## config.mk

```make
export PLATFORM = sky130hd
export DESIGN_NAME = hold_toggle_sequencer
export DESIGN_NICKNAME = d
export VERILOG_FILES = /design/src/rtl/seq_pkg.sv /design/src/rtl/seq_reset_sync.sv /design/src/rtl/seq_mode_tff.sv /design/src/rtl/seq_phase_counter.sv /design/src/rtl/hold_toggle_sequencer.sv
export SDC_FILE = /design/constraint.sdc
export NUM_CORES = 1
export LEC_CHECK = 0
export ABC_CLOCK_PERIOD_IN_PS = 900
export BUFFER_PORTS_ARGS = -buffer_cell sky130_fd_sc_hd__buf_2
export CAP_MARGIN = 30
export CORE_AREA = 2 2 39 41
export CTS_CLUSTER_SIZE = 16
export DETAILED_ROUTE_END_ITERATION = 8
export DIE_AREA = 0 0 41 43
export MAX_ROUTING_LAYER = met4
export PLACE_DENSITY_LB_ADDON = 0.2
export SKIP_LAST_GASP = 1
export SYNTH_ARGS = -nofsm -noshare
export SYNTH_HDL_FRONTEND = slang
export SYNTH_SLANG_ARGS = --single-unit
```

## constraint.sdc

```tcl
create_clock -name clk -period 0.9 [get_ports clk]
set_input_delay 0.045 -clock clk [delete_from_list [all_inputs] [get_ports clk]]
set_output_delay 0.045 -clock clk [all_outputs]
set_load 0.005 [all_outputs]
```

## src/rtl/seq_pkg.sv

```systemverilog
package seq_pkg;
  localparam int unsigned SEQ_CNT_W_DEF = 4;

  typedef enum logic {
    SEQ_HOLD   = 1'b0,
    SEQ_TOGGLE = 1'b1
  } seq_mode_e;
endpackage

```

## src/rtl/seq_reset_sync.sv

```systemverilog
module seq_reset_sync #(
  parameter int unsigned STAGES = 2
) (
  input  logic clk,
  input  logic rst_n,
  output logic rst_sync_n
);
  logic [STAGES-1:0] sync_q;

  always_ff @(posedge clk or negedge rst_n) begin
    if (!rst_n) sync_q <= '0;
    else        sync_q <= {sync_q[STAGES-2:0], 1'b1};
  end

  assign rst_sync_n = sync_q[STAGES-1];
endmodule

```

## src/rtl/seq_mode_tff.sv

```systemverilog
module seq_mode_tff
  import seq_pkg::*;
(
  input  logic      clk,
  input  logic      rst_n,
  input  logic      init_i,
  input  seq_mode_e init_mode_i,
  input  logic      flip_i,
  output seq_mode_e mode_o
);
  seq_mode_e mode_q, mode_d;

  always_comb begin
    mode_d = mode_q;
    if (init_i)      mode_d = init_mode_i;
    else if (flip_i) mode_d = seq_mode_e'(~mode_q);
  end

  always_ff @(posedge clk or negedge rst_n) begin
    if (!rst_n) mode_q <= SEQ_TOGGLE;
    else        mode_q <= mode_d;
  end

  assign mode_o = mode_q;

  p_flip_on_tc_r5: assert property (@(posedge clk) disable iff (!rst_n)
    (!init_i && flip_i) |=> (mode_q != $past(mode_q)));
  p_steady_mid_phase_r4: assert property (@(posedge clk) disable iff (!rst_n)
    (!init_i && !flip_i) |=> $stable(mode_q));
endmodule

```

## src/rtl/seq_phase_counter.sv

```systemverilog
module seq_phase_counter #(
  parameter int unsigned CNT_W = 4
) (
  input  logic             clk,
  input  logic             rst_n,
  input  logic             seed_i,
  input  logic [CNT_W-1:0] seed_val_i,
  input  logic [CNT_W-1:0] reload_val_i,
  output logic             expire_o,
  output logic [CNT_W-1:0] cnt_o
);
  logic [CNT_W-1:0] cnt_q, cnt_d;

  assign expire_o = (cnt_q == '0);

  always_comb begin
    cnt_d = cnt_q - 1'b1;
    if (seed_i)        cnt_d = seed_val_i;
    else if (expire_o) cnt_d = reload_val_i;
  end

  always_ff @(posedge clk or negedge rst_n) begin
    if (!rst_n) cnt_q <= '0;
    else        cnt_q <= cnt_d;
  end

  assign cnt_o = cnt_q;

  p_count_down_r4: assert property (@(posedge clk) disable iff (!rst_n)
    (!seed_i && cnt_q != '0) |=> (cnt_q == CNT_W'($past(cnt_q) - 1'b1)));
endmodule

```

## src/rtl/hold_toggle_sequencer.sv

```systemverilog
module hold_toggle_sequencer
  import seq_pkg::*;
#(
  parameter int unsigned CNT_W = SEQ_CNT_W_DEF
) (
  input  logic             clk,
  input  logic             rst_n,
  input  logic             pat_start_i,
  input  logic [CNT_W-1:0] hold_code_i,
  input  logic [CNT_W-1:0] toggle_code_i,
  input  logic             start_mode_i,
  input  logic [CNT_W-1:0] offset_i,
  output logic             mode_o,
  output logic             first_cycle_o
);
  localparam logic [CNT_W-1:0] NO_HOLD_CODE = '0;

  logic             rst_sync_n;
  logic             expire;
  logic [CNT_W-1:0] cnt;
  logic [CNT_W-1:0] reload_val;
  seq_mode_e        mode_q;
  logic             no_hold;
  logic             first_q, first_d;

  seq_reset_sync #(.STAGES(2)) u_rst (
    .clk        (clk),
    .rst_n      (rst_n),
    .rst_sync_n (rst_sync_n)
  );

  // Per-bit source select: the code for the mode that is entered next.
  for (genvar b = 0; b < CNT_W; b++) begin : g_src_mux
    assign reload_val[b] = (mode_q == SEQ_TOGGLE) ? hold_code_i[b] : toggle_code_i[b];
  end

  seq_phase_counter #(.CNT_W(CNT_W)) u_cnt (
    .clk          (clk),
    .rst_n        (rst_sync_n),
    .seed_i       (pat_start_i),
    .seed_val_i   (offset_i),
    .reload_val_i (reload_val),
    .expire_o     (expire),
    .cnt_o        (cnt)
  );

  seq_mode_tff u_tff (
    .clk         (clk),
    .rst_n       (rst_sync_n),
    .init_i      (pat_start_i),
    .init_mode_i (seq_mode_e'(start_mode_i)),
    .flip_i      (expire),
    .mode_o      (mode_q)
  );

  assign no_hold = (hold_code_i == NO_HOLD_CODE);
  assign mode_o  = (mode_q == SEQ_TOGGLE) || no_hold;

  always_comb first_d = pat_start_i;

  always_ff @(posedge clk or negedge rst_sync_n) begin
    if (!rst_sync_n) first_q <= 1'b0;
    else             first_q <= first_d;
  end

  assign first_cycle_o = first_q;

  p_start_seeds_r2: assert property (@(posedge clk) disable iff (!rst_sync_n)
    pat_start_i |=> (mode_q == seq_mode_e'($past(start_mode_i)) && cnt == $past(offset_i)));
  p_start_wins_r8: assert property (@(posedge clk) disable iff (!rst_sync_n)
    (pat_start_i && expire) |=> (cnt == $past(offset_i)));
  p_hold_reload_r5: assert property (@(posedge clk) disable iff (!rst_sync_n)
    (!pat_start_i && expire && mode_q == SEQ_TOGGLE) |=> (cnt == $past(hold_code_i)));
  p_toggle_reload_r5: assert property (@(posedge clk) disable iff (!rst_sync_n)
    (!pat_start_i && expire && mode_q == SEQ_HOLD) |=> (cnt == $past(toggle_code_i)));
  p_strobe_mode_r3: assert property (@(posedge clk) disable iff (!rst_sync_n)
    first_cycle_o |-> (mode_q == seq_mode_e'($past(start_mode_i))));
endmodule

```

* After elaboration in Yosys (flattened, before gate mapping)
Cells that the tools add are included.
** Word-level totals
- Register bits after elaboration :: 8
- Input port bits :: 16
- Output and inout port bits :: 2
- Word-level logic and storage cells :: 18
** Cells by class
- Add/subtract/negate cells :: 1
- Multiplexer cells :: 8
- Bitwise gates (word level) :: 1
- Reduce and logical (&&, ||, !) cells :: 4
** Operators with widths (number)
- 4-bit logical NOT :: 2
- 4-bit 2-to-1 mux :: 2
- 1-bit 2-to-1 mux :: 6
- 4-bit by 1-bit subtractor with 4-bit output (second input constant) :: 1
- 2-bit nonzero test :: 1
- 1-bit logical OR :: 1
- 1-bit NOT :: 1

* Longest topological paths before layout
Gate-level depths: netlist (run 1).
- Depth in word-level cells :: 3
- Gate-level depth with buffers :: 5
- Depth with buffers taken out :: 5

* Modules after synthesis
A second synthesis (run 1) with hierarchy kept.
** Unflattened totals
- Cells, all modules :: 41
- Area, all modules :: 450.4 µm²
** Modules (own cells, without submodules)
- seq_phase_counter :: instances 1, cells each 27, area an instance 262.8 µm², sequential area each 100.1 µm²
- hold_toggle_sequencer :: instances 1, cells each 7, area an instance 90.1 µm², sequential area each 25.0 µm²
- seq_reset_sync :: instances 1, cells each 3, area an instance 53.8 µm², sequential area each 50.0 µm²
- seq_mode_tff :: instances 1, cells each 4, area an instance 43.8 µm², sequential area each 26.3 µm²

* Least setup slack after synthesis (run 1)
OpenSTA, ideal clock, no wires.
- Path type :: reg2reg
- Start :: reg u_cnt.cnt_q[0] (netlist: u_cnt.cnt_o[0])
- End :: reg u_cnt.cnt_q[1] (netlist: u_cnt.cnt_o[1])
- Library setup time :: 74 ps
- Arrival time :: 1324 ps
- Data required time :: 826 ps
- Setup slack :: -499 ps
- Cell stages (with the launch flop) :: 6
- Period minus slack after synthesis :: 1399 ps
- Cells stage by stage :: dfrtp_1 inv_1 ha_1 nor3b_4 mux2_2 o21ai_2
** Between the ends
- Longest elaborated chain between the ends :: 3
- Elaborated cells on any way between the ends :: 4
- Those cells by class :: add/sub: 1; mux: 2; reduce/logical: 1
** Ends and longest elaborated chain
- start, declared :: RTL line seq_phase_counter.sv:12 : logic [CNT_W-1:0] cnt_q, cnt_d;
- start signal, assigned :: RTL line seq_phase_counter.sv:24 : else cnt_q <= cnt_d;
- 4-bit by 1-bit subtractor with 4-bit output or 4-bit logical NOT (tied branches) :: RTL line seq_phase_counter.sv:17, seq_phase_counter.sv:14
- 4-bit 2-to-1 mux * :: RTL line seq_phase_counter.sv:19 : else if (expire_o) cnt_d = reload_val_i;
- 4-bit 2-to-1 mux * :: RTL line seq_phase_counter.sv:18 : if (seed_i) cnt_d = seed_val_i;
- net u_cnt.cnt_d[1] :: RTL line seq_phase_counter.sv:12
Mark *: on every way through the listed nets, which the timed path passes. The rest lies on a longest branch.
A chain may end at the register's enable or synchronous reset.

* Worst setup path after layout (run 1)
- Start :: reg u_tff.mode_q (netlist: u_tff.mode_o)
- End :: reg u_cnt.cnt_q[3] (netlist: u_cnt.cnt_o[3])
** Between the ends
- Longest elaborated chain between the ends :: 3
** Ends and longest elaborated chain
- start, declared :: RTL line seq_mode_tff.sv:11 : seq_mode_e mode_q, mode_d;
- start signal, assigned :: RTL line seq_mode_tff.sv:21 : else mode_q <= mode_d;
- 1-bit 2-to-1 mux :: RTL line hold_toggle_sequencer.sv:34 : assign reload_val[b] = (mode_q == SEQ_TOGGLE) ? hold_code_i[b] : toggle_code_i[b];
- 4-bit 2-to-1 mux :: RTL line seq_phase_counter.sv:19
- 4-bit 2-to-1 mux :: RTL line seq_phase_counter.sv:18
- net u_cnt.cnt_d[3] :: RTL line seq_phase_counter.sv:12
The timed path passes the listed nets, and every way through them passes these cells.

==> results of run 1 <==
[worst min-delay path, stage by stage]
cell and delay [ns]:
buf_2 0.08, nand2_1 0.04, o21ai_1 0.06
[Yosys cell counts (2+ instances only)]
cell,number
a21oi_1,4
dfrtp_1,7
inv_1,4
mux2_2,4
mux2i_1,3
nand2_1,3
nor2b_1,2
o21ai_1,2
[layer usage]
metal / wire length [um] / up-vias / part of all wire
met4: 11 / 0 / 0.011
met3: 56 / 2 / 0.056
met5: 0 / - / 0
li1: - / 205 / -
met1: 395 / 187 / 0.40
met2: 537 / 13 / 0.54
[cell usage in the layout, fill, tap and decap left out, types with 2 or more instances in the layout]
cell type | synthesis | routed
a21oi_1 | 4 | 4
buf_2 | 0 | 17
buf_4 | 0 | 9
clkbuf_4 | 0 | 3
dfrtp_1 | 7 | 7
dlygate4sd3_1 | 0 | 3
inv_2 | 0 | 3
mux2_4 | 0 | 3
mux2i_1 | 3 | 3
nand2_1 | 3 | 3
nor2b_1 | 2 | 2
o21ai_1 | 2 | 2
o21ai_2 | 1 | 2
[flip-flops by register name (all words and copies together) (netlist names)]
name and cells:
u_tff.mode_o 1, u_rst.sync_q 2, first_cycle_o 1, u_cnt.cnt_o 4
[repair_timing]
| item | in CTS | in global routing |
|---|---|---|
| gates resized for setup | 8 | 0 |
| endpoints found under the hold margin | 4 | 0 |
| setup endpoints to repair | 6 | 6 |
| setup buffers | 3 | 3 |
| cloned | 0 | 0 |
| pin swaps | 3 | 0 |
| hold buffers | 3 | 0 |
[worst min-delay path by stage]
| stage | start | to | slack [ns] |
|---|---|---|---|
| final | offset_i[0] | u_cnt.cnt_o[0]$_DFF_PN0_ | 0.01 |
| after global routing | offset_i[0] | u_cnt.cnt_o[0]$_DFF_PN0_ | 0.007 |
| after CTS | offset_i[0] | u_cnt.cnt_o[0]$_DFF_PN0_ | 0.0008 |
| after detailed placement | rst_n | u_rst.sync_q[1]$_DFF_PN0_ | -0.17 |
| after global placement | rst_n | u_rst.sync_q[1]$_DFF_PN0_ | -0.17 |
| after floorplan | rst_n | u_rst.sync_q[0]$_DFF_PN0_ | -0.25 |
[area by class of cell]
type                    instances  area (um2)  share of cell area
well taps                      16       20.02             0.02842
clock buffers                   4       26.28             0.03730
repair buffers                 30       193.9              0.2753
inverters                       4       15.01             0.02131
flip-flops and latches          8       201.4              0.2860
multi-input cells              28       247.7              0.3517
[where the power goes]
part	internal (mW)	switching [mW]	total (mW)	leakage [nW]
clock network	0.170	0.123	0.292	0.0150
registers	0.403	0.0414	0.444	0.0919
logic	0.226	0.129	0.354	0.238
[stage by stage]
stage,setup TNS [ns],hold slack [ns]
2_1_floorplan,-1.743,-0.2506
3_3_place_gp,-2.001,-0.1672
4_1_cts,-2.165,0.0008041
5_1_grt,-2.598,0.006703
6_report,-2.179,0.01111
3_5_place_dp,-2.051,-0.1654
[kinds of logic (layout without fill, tap and decap cells)]
kind of cell / after synthesis / count (layout) / synth area share
other cells: 1 / 1 / 0.008443
fa+ha+maj: 1 / 1 / 0.02816
buf+inv: 6 / 38 / 0.06759
flops: 8 / 8 / 0.4535
mux: 7 / 7 / 0.1690
xor+xnor: 1 / 1 / 0.01972
simple gates: 9 / 9 / 0.1352
compound gates: 9 / 9 / 0.1183
==> flow_summary.yaml, run 1 <==
worst_setup_path:
  worstPathCellList: "mux2_2 -> a21oi_1 -> a21oi_1"
  critPathTopFamily: "flip-flops"
  crit_start: "u_tff.mode_o$_DFFE_PN1P_"
  reg2reg_setup_slack_ns: -0.44
  crit_end: "u_cnt.cnt_o[3]$_DFF_PN0_"
  r2r_cells: 3
  worstPathRequired_ns: 1.02
  r2r_end: "u_cnt.cnt_o[3]$_DFF_PN0_"
  worstReg2RegStart: "u_tff.mode_o$_DFFE_PN1P_"
  critPathMostFrequentCell: "a21oi_1"
  cp_num_cells: 3
  cpPeakStageDelay_ns: 0.59
  end_kind: "flop"
  worst_ep_arrival_time_ns: 1.46
  path_buf_inv: 0
  critical_path.slowest_cell: "dfstp_2"
  path_max_fanout: 4
  startpoint_type: "flop"
  critPathKind: "reg -> reg"
yosys:
  netlist.area_leader.share: 0.3944
  ys_seq_area_frac: 0.4535
  yosysTopAreaCell: "dfrtp_1"
  synth_area_leaders: "dfrtp_1 39%, mux2_2 10%, mux2i_1 6.8%"
  netlist_instances: 42
  ys_ff_latch: 8
  synth_edf_count: 0
  avgSynthCellArea_um2: 10.58
  syn_area_um2: 444.2
  syn_nets: 59
  yosys_most_used_dff: "dfrtp_1"
  yosys_warnings: 0
  async_flop_share: 1.000
  synth.distinct_cells: 21
placed_design:
  place_congestion: 0.6952
  placed_cells: 77
  hpwl_um: 680.8
  port_buffers: 17
  pre_cts_ws_ns: -0.4517
  placed_area_um2: 574.3
hold_path:
  hp-class: "in -> reg"
  hold_path_depth: 3
sta:
  layout_setup_ws_ns: -0.4417
  slew_violations: 0
  min_period_ns: 1.342
  max_freq_mhz: 745.3
  timing.final.crit_share: 1.491
  skew_ns: 0.001758
  grt_setup_unrepaired: "true"
  hold_viol: 0
  setup_violations: 6
global_route:
  grt_max_degree: 12
  grt_overflow: 0
  met1_usage: 0.1342
  globalRouteMet2Util: 0.2375
  grt_pass1_vias: 407
  grt_first_pass_wirelength_um: 1573
  met3_usage: 0.04712
  globalRoute.busiestLayer: "met2"
  antenna_found_initial: 0
  gr-usage-all-layers: 0.1460
clock_network:
  root_buffer: "clkbuf_4"
  cts.clk_slew.worst_paths_ns: 0.06
  cts_made_buffers: 3
  insertion_delay_ns: 0.25
  cts_tree: "built"
  htree_levels: 1
  ctsLongestPathBuffers: 2
  cts.sinks: 8
floorplan:
  start_util: 0.3210
  die_h_um: 43
  row_count: 14
  die_w_um: 41
  die_area_um2: 1763
  fp.coreArea_um2: 1384
  io_pins: 18
final_layout:
  final_util: 0.5090
  syn_to_final_growth_pct: 58.59
  fin_cells: 90
  fillerInstances: 136
  n_antenna_cell: 0
  drive_above_1_share: 0.5946
  fin_area_um2: 704.4
  fin_nets: 92
run_status:
  outcome: "complete, but fails checks"
  failed_checks: "negative setup slack"
drt:
  vias: 407
  wl_um: 1000
  drt_first_iter_violations: 1
  antenna_left: 0
  drc: 0
  drt_first_pass_iters: 2
  wire_per_inst_um: 11.11
  via_per_inst: 4.522
power:
  power_mw: 1.091
  p_leak_nw: 0.3452
  vdd_drop_max_mv: 0.8002
  power_density_nw_per_um2: 1548
flow_run:
  maxCapViolations: 0
No activity file was read; power rests on OpenSTA's default activity.
==> inputs of run 2 (changes only) <==
Settings changed: SYNTH_HIERARCHICAL set to 1.
==> run 2 against run 1 <==
Effect of this change:
- the flow still finishes with violations (negative setup slack)
- synthesized area rose by 1.4%
- fmax fell by 3.1%
- final cell count rose by 1.1%
- hold slack got worse by 0.0038 ns
- final area rose by 2.3%
- sequential cell count did not move
- utilization rose by 1.2 points
- combinational power rose by 19%
- via count fell by 0.98%
- worst setup slack got worse by 0.043 ns
- critical path type unchanged
- critical endpoint is now u_cnt/cnt_o[3]$_DFF_PN0_
- largest power group unchanged
==> flow_summary.yaml, run 2 <==
power:
  power_density_nw_per_um2: 1618
  p_leak_nw: 0.3555
  vdd_drop_max_mv: 0.7977
worst_setup_path:
  path_max_fanout: 3
  worst_ep_arrival_time_ns: 1.52
  worstPathCellList: "mux2_4 -> nand2_2 -> a21oi_1 -> o311a_1"
  worstPathRequired_ns: 1.03
  reg2reg_setup_slack_ns: -0.49
  cpPeakStageDelay_ns: 0.57
  startpoint_type: "flop"
  critical_path.slowest_cell: "dfstp_2"
  critPathKind: "reg -> reg"
  end_kind: "flop"
floorplan:
  start_util: 0.3255
  die_w_um: 41
  die_area_um2: 1763
  io_pins: 18
  die_h_um: 43
  fp.coreArea_um2: 1384
  row_count: 14
sta:
  finalSetupTns_ns: -2.563
  timing.final.crit_share: 1.539
  layout_setup_ws_ns: -0.4851
  hold_viol: 0
  grt_setup_unrepaired: "true"
  max_freq_mhz: 722.0
  setup_violations: 6
  skew_ns: 0.003029
  min_period_ns: 1.385
  slew_violations: 0
global_route:
  globalRouteMet2Util: 0.2000
  grt_first_pass_wirelength_um: 1511
  met1_usage: 0.1600
  globalRoute.busiestLayer: "met2"
  grt_overflow: 0
  grt_pass1_vias: 402
  grt_max_degree: 11
  antenna_found_initial: 0
  gr-usage-all-layers: 0.1290
  met3_usage: 0.01571
yosys:
  synth_edf_count: 0
  syn_area_um2: 450.4
  synth_area_leaders: "dfrtp_1 39%, mux2_2 13%, mux2i_1 6.7%"
  ys_top_cells_by_count: "7 x dfrtp_1, 5 x inv_1, 5 x mux2_2"
  async_flop_share: 1.000
  ys_seq_area_frac: 0.4472
  netlist.area_leader.share: 0.3889
  yosys_warnings: 6
  netlist_instances: 41
  yosysTopAreaCell: "dfrtp_1"
  avgSynthCellArea_um2: 10.99
  yosys_most_used_dff: "dfrtp_1"
  syn_nets: 58
  ys_ff_latch: 8
  yosysMostFrequentCell: "dfrtp_1"
  synth.distinct_cells: 20
clock_network:
  root_buffer: "clkbuf_4"
  cts.clk_slew.worst_paths_ns: 0.06
  cts_tree: "built"
  ctsLongestPathBuffers: 2
  cts_made_buffers: 3
  cts.sinks: 8
  insertion_delay_ns: 0.25
  htree_levels: 1
run_status:
  failed_checks: "negative setup slack"
  outcome: "complete, but fails checks"
final_layout:
  layout_common_cells: "17 x buf_2, 9 x buf_4, 7 x dfrtp_1"
  largest_register_ffs: 4
  drive_above_1_share: 0.6000
  fin_nets: 93
  layout_commonest_cell: "buf_2"
  syn_to_final_growth_pct: 60.00
  fillerInstances: 130
  n_antenna_cell: 0
drt:
  drt_first_iter_violations: 3
  wl_um: 903
  drc: 0
  antenna_left: 0
  drt_first_pass_iters: 2
  via_per_inst: 4.429
  wire_per_inst_um: 9.923
  vias: 403
hold_path:
  hp-class: "in -> reg"
placed_design:
  port_buffers: 17
  hpwl_um: 720.5
  place_congestion: 0.6676
  pre_cts_ws_ns: -0.4855
flow_run:
  maxCapViolations: 0
-- run 2: cell types whose count changed after synthesis, sizes merged --
cell	change
buf	-2
o21ai	-1
inv	+1
a21oi	-3
or3	+1
and2b	-1
o311a	+1
or2b	+1
mux2	+1
nand2b	+2
nand3b	+1
nor2b	-2
-- run 2: cells by family (layout without fill, tap and decap cells) --
kind of cell,count (synthesis),in the layout,synth area share
AND/OR/NAND/NOR,11,11,0.1611
multiplexers,8,8,0.1917
flip-flops,8,8,0.4472
AO/OA/AOI/OAI,6,6,0.1028
buffers and inverters,5,39,0.04167
adder cells (fa/ha/maj),1,1,0.02777
other,1,1,0.008325
XOR/XNOR,1,1,0.01945
-- run 2: metal layers --
layer,up-vias,part of all wire,wire length [um]
li1,207,-,-
met1,190,0.43,386
met2,6,0.54,487
met3,0,0.031,28
met4,0,0,0
met5,-,0,0
-- run 2: per-stage QoR --
stage / power [mW] / instance area (um2) / hold WS [ns] / cells / util
2_1_floorplan: 0.6450 / 460.4 / -0.2506 / 41 / -
3_3_place_gp: 0.8093 / 633.1 / -0.1684 / 83 / 0.4575
3_5_place_dp: 0.8131 / 633.1 / -0.1693 / 83 / 0.4575
4_1_cts: 1.120 / 679.4 / 0.006291 / 89 / 0.4910
5_1_grt: 1.260 / 720.7 / 0.01851 / 91 / 0.5208
6_report: 1.166 / 720.7 / 0.007351 / 91 / 0.5208
-- run 2: what timing repair did --
action	CTS	global route
pin swaps	0	2
buffers inserted	0	2
gates resized for setup	0	9
hold buffers	2	0
endpoints found under the hold margin	3	0
endpoints found under the setup margin	6	6
-- run 2: area by class of cell --
type | instances | area [um2] | share of cell area
timing repair buffer | 30 | 195.2 | 0.2708
sequential | 8 | 201.4 | 0.2795
tap | 16 | 20.02 | 0.02778
clock buffer | 4 | 26.28 | 0.03646
multi-input combinational | 28 | 259.0 | 0.3594
inverter | 5 | 18.77 | 0.02604
-- run 2: path summary, 6_finish.rpt --
check | start | endpoint | cells after the start
max reg2reg | u_tff/mode_o$_DFFE_PN1P_ | u_cnt/cnt_o[3]$_DFF_PN0_ | 4
max in group asynchronous | u_rst/sync_q[1]$_DFF_PN0_ | u_tff/mode_o$_DFFE_PN1P_ | 0
min | offset_i[1] | u_cnt/cnt_o[1]$_DFF_PN0_ | 3
max | u_tff/mode_o$_DFFE_PN1P_ | u_cnt/cnt_o[3]$_DFF_PN0_ | 4
min reg2reg | u_rst/sync_q[1]$_DFF_PN0_ | first_cycle_o$_DFF_PN0_ | 0
min in group asynchronous | u_rst/sync_q[1]$_DFF_PN0_ | first_cycle_o$_DFF_PN0_ | 0
-- run 2: critical path: cells and delay by family, from the launching register on --
family,cells,cell delay [ns]
compound gates,2,0.33
flops,1,0.57
mux,1,0.31
simple gates,1,0.05
-- run 2: power by group --
group | total, mW | internal (mW) | leakage [nW] | switching (mW)
Clock | 0.290 | 0.170 | 0.0150 | 0.121
Sequential | 0.452 | 0.410 | 0.0921 | 0.0425
Combinational | 0.423 | 0.267 | 0.248 | 0.156
Total | 1.17 | 0.846 | 0.356 | 0.320
==> inputs of run 3 (changes only) <==
Settings changed: HOLD_SLACK_MARGIN set to 0.08, SYNTH_HIERARCHICAL 1 to unset.
==> run 3 against run 2 <==
Effect of this change:
- the flow still finishes with violations (negative setup slack)
- sequential power shrank 2%
- non-clock buffer count rose by 4
- register-to-register slack better by 0.04 ns
- final cell count rose by 3.3%
- final area up 3.3%
- critical path type unchanged
- critical endpoint is now u_cnt.cnt_o[3]$_DFF_PN0_
- largest cell class unchanged
==> flow_summary.yaml, run 3 (synthesis results as in run 1) <==
sta:
  layout_setup_ws_ns: -0.4417
  skew_ns: 0.002169
  whs_ns: 0.09317
  grt_setup_unrepaired: "true"
  min_period_ns: 1.342
  max_freq_mhz: 745.3
  slew_violations: 0
  setup_violations: 6
  hold_viol: 0
  timing.final.crit_share: 1.491
worst_setup_path:
  cpPeakStageDelay_ns: 0.59
  worstPathCellList: "mux2_2 -> a21oi_1 -> a21oi_1"
  critPathTopFamily: "flip-flops"
  path_buf_inv: 0
  worstPathRequired_ns: 1.02
  worst_ep_arrival_time_ns: 1.46
  critPathMostFrequentCell: "a21oi_1"
  critPathKind: "reg -> reg"
  end_kind: "flop"
  reg2reg_setup_slack_ns: -0.44
  worstReg2RegStart: "u_tff.mode_o$_DFFE_PN1P_"
  critical_path.slowest_cell: "dfstp_2"
  path_max_fanout: 4
  crit_start: "u_tff.mode_o$_DFFE_PN1P_"
  startpoint_type: "flop"
placed_design:
  port_buffers: 17
  hpwl_um: 680.8
  placed_cells: 77
  pre_cts_ws_ns: -0.4517
  place_congestion: 0.6952
drt:
  antenna_left: 0
  drc: 0
  via_per_inst: 4.479
  drt_first_iter_violations: 1
  vias: 421
  wl_um: 1025
  drt_first_pass_iters: 2
  wire_per_inst_um: 10.90
final_layout:
  drive_above_1_share: 0.5641
  largest_register_ffs: 4
  final_util: 0.5380
  layout_common_cells: "17 x buf_2, 9 x buf_4, 7 x dfrtp_1, 7 x dlygate4sd3_1, 4 x a21oi_1"
  fin_nets: 96
  layout_commonest_cell: "buf_2"
  fin_cells: 94
  n_antenna_cell: 0
  syn_to_final_growth_pct: 67.61
global_route:
  grt_max_degree: 12
  antenna_found_initial: 0
  globalRoute.busiestLayer: "met2"
  grt_first_pass_wirelength_um: 1580
  grt_pass1_vias: 410
  grt_overflow: 0
  met3_usage: 0.04712
  gr-usage-all-layers: 0.1460
  globalRouteMet2Util: 0.2344
  met1_usage: 0.1376
floorplan:
  die_area_um2: 1763
  io_pins: 18
  die_w_um: 41
  fp.coreArea_um2: 1384
  start_util: 0.3210
  row_count: 14
  die_h_um: 43
power:
  power_density_nw_per_um2: 1483
  power_mw: 1.104
  vdd_drop_max_mv: 0.8022
  p_leak_nw: 0.3619
run_status:
  failed_checks: "negative setup slack"
  outcome: "complete, but fails checks"
hold_path:
  hp-start: "pat_start_i"
  hp-class: "in -> reg"
clock_network:
  cts.clk_slew.worst_paths_ns: 0.05
  cts.sinks: 8
  root_buffer: "clkbuf_4"
  htree_levels: 1
  ctsLongestPathBuffers: 2
  cts_made_buffers: 3
  cts_tree: "built"
  insertion_delay_ns: 0.25
flow_run:
  maxCapViolations: 0
-- run 3: repair_timing --
| action | CTS | global route |
|---|---|---|
| endpoints found under the setup margin | 6 | 6 |
| gates resized for setup | 8 | 0 |
| buffers inserted | 3 | 3 |
| endpoints found under the hold margin | 7 | 1 |
| hold buffers | 6 | 1 |
| pin swaps | 3 | 0 |
-- run 3: area by class of cell --
class / count / area [um2]
fill: 137 / 639.4
multi-input combinational: 28 / 247.7
timing repair buffer: 34 / 234.0
sequential: 8 / 201.4
clock buffer: 4 / 26.28
tap: 16 / 20.02
inverter: 4 / 15.01
-- run 3: worst paths after layout --
path / depth (start not counted) / to
min reg2reg: 0 / u_cnt.cnt_o[1]$_DFF_PN0_
max reg2reg: 3 / u_cnt.cnt_o[3]$_DFF_PN0_
max in group asynchronous: 0 / u_tff.mode_o$_DFFE_PN1P_
min in group asynchronous: 0 / u_cnt.cnt_o[1]$_DFF_PN0_
max: 3 / u_cnt.cnt_o[3]$_DFF_PN0_
min: 3 / u_tff.mode_o$_DFFE_PN1P_
-- run 3: per-stage QoR --
step	cell area, um2	setup TNS, ns
2_1_floorplan	454.2	-1.743
3_3_place_gp	574.3	-2.001
3_5_place_dp	574.3	-2.051
4_1_cts	711.9	-2.165
5_1_grt	744.5	-2.597
6_report	744.5	-2.178
-- run 3: tightest hold or removal path, delay by kind of cell --
kind                   cells  cell delay, ns
buffers and inverters      1            0.17
and+or+nand+nor            1            0.07
AOI/OAI and AO/OA          1            0.06
-- run 3: per-layer routing --
metal	share of wire	wire length, um	vias up
met5	0	0	-
met2	0.54	557	13
met1	0.39	400	193
met3	0.055	56	2
met4	0.011	11	0
li1	-	-	213
-- run 3: report_power, final --
group / total, mW / internal (mW) / switching, mW
Sequential: 0.444 / 0.403 / 0.0414
Combinational: 0.367 / 0.237 / 0.131
Clock: 0.293 / 0.170 / 0.123
Total: 1.10 / 0.809 / 0.295
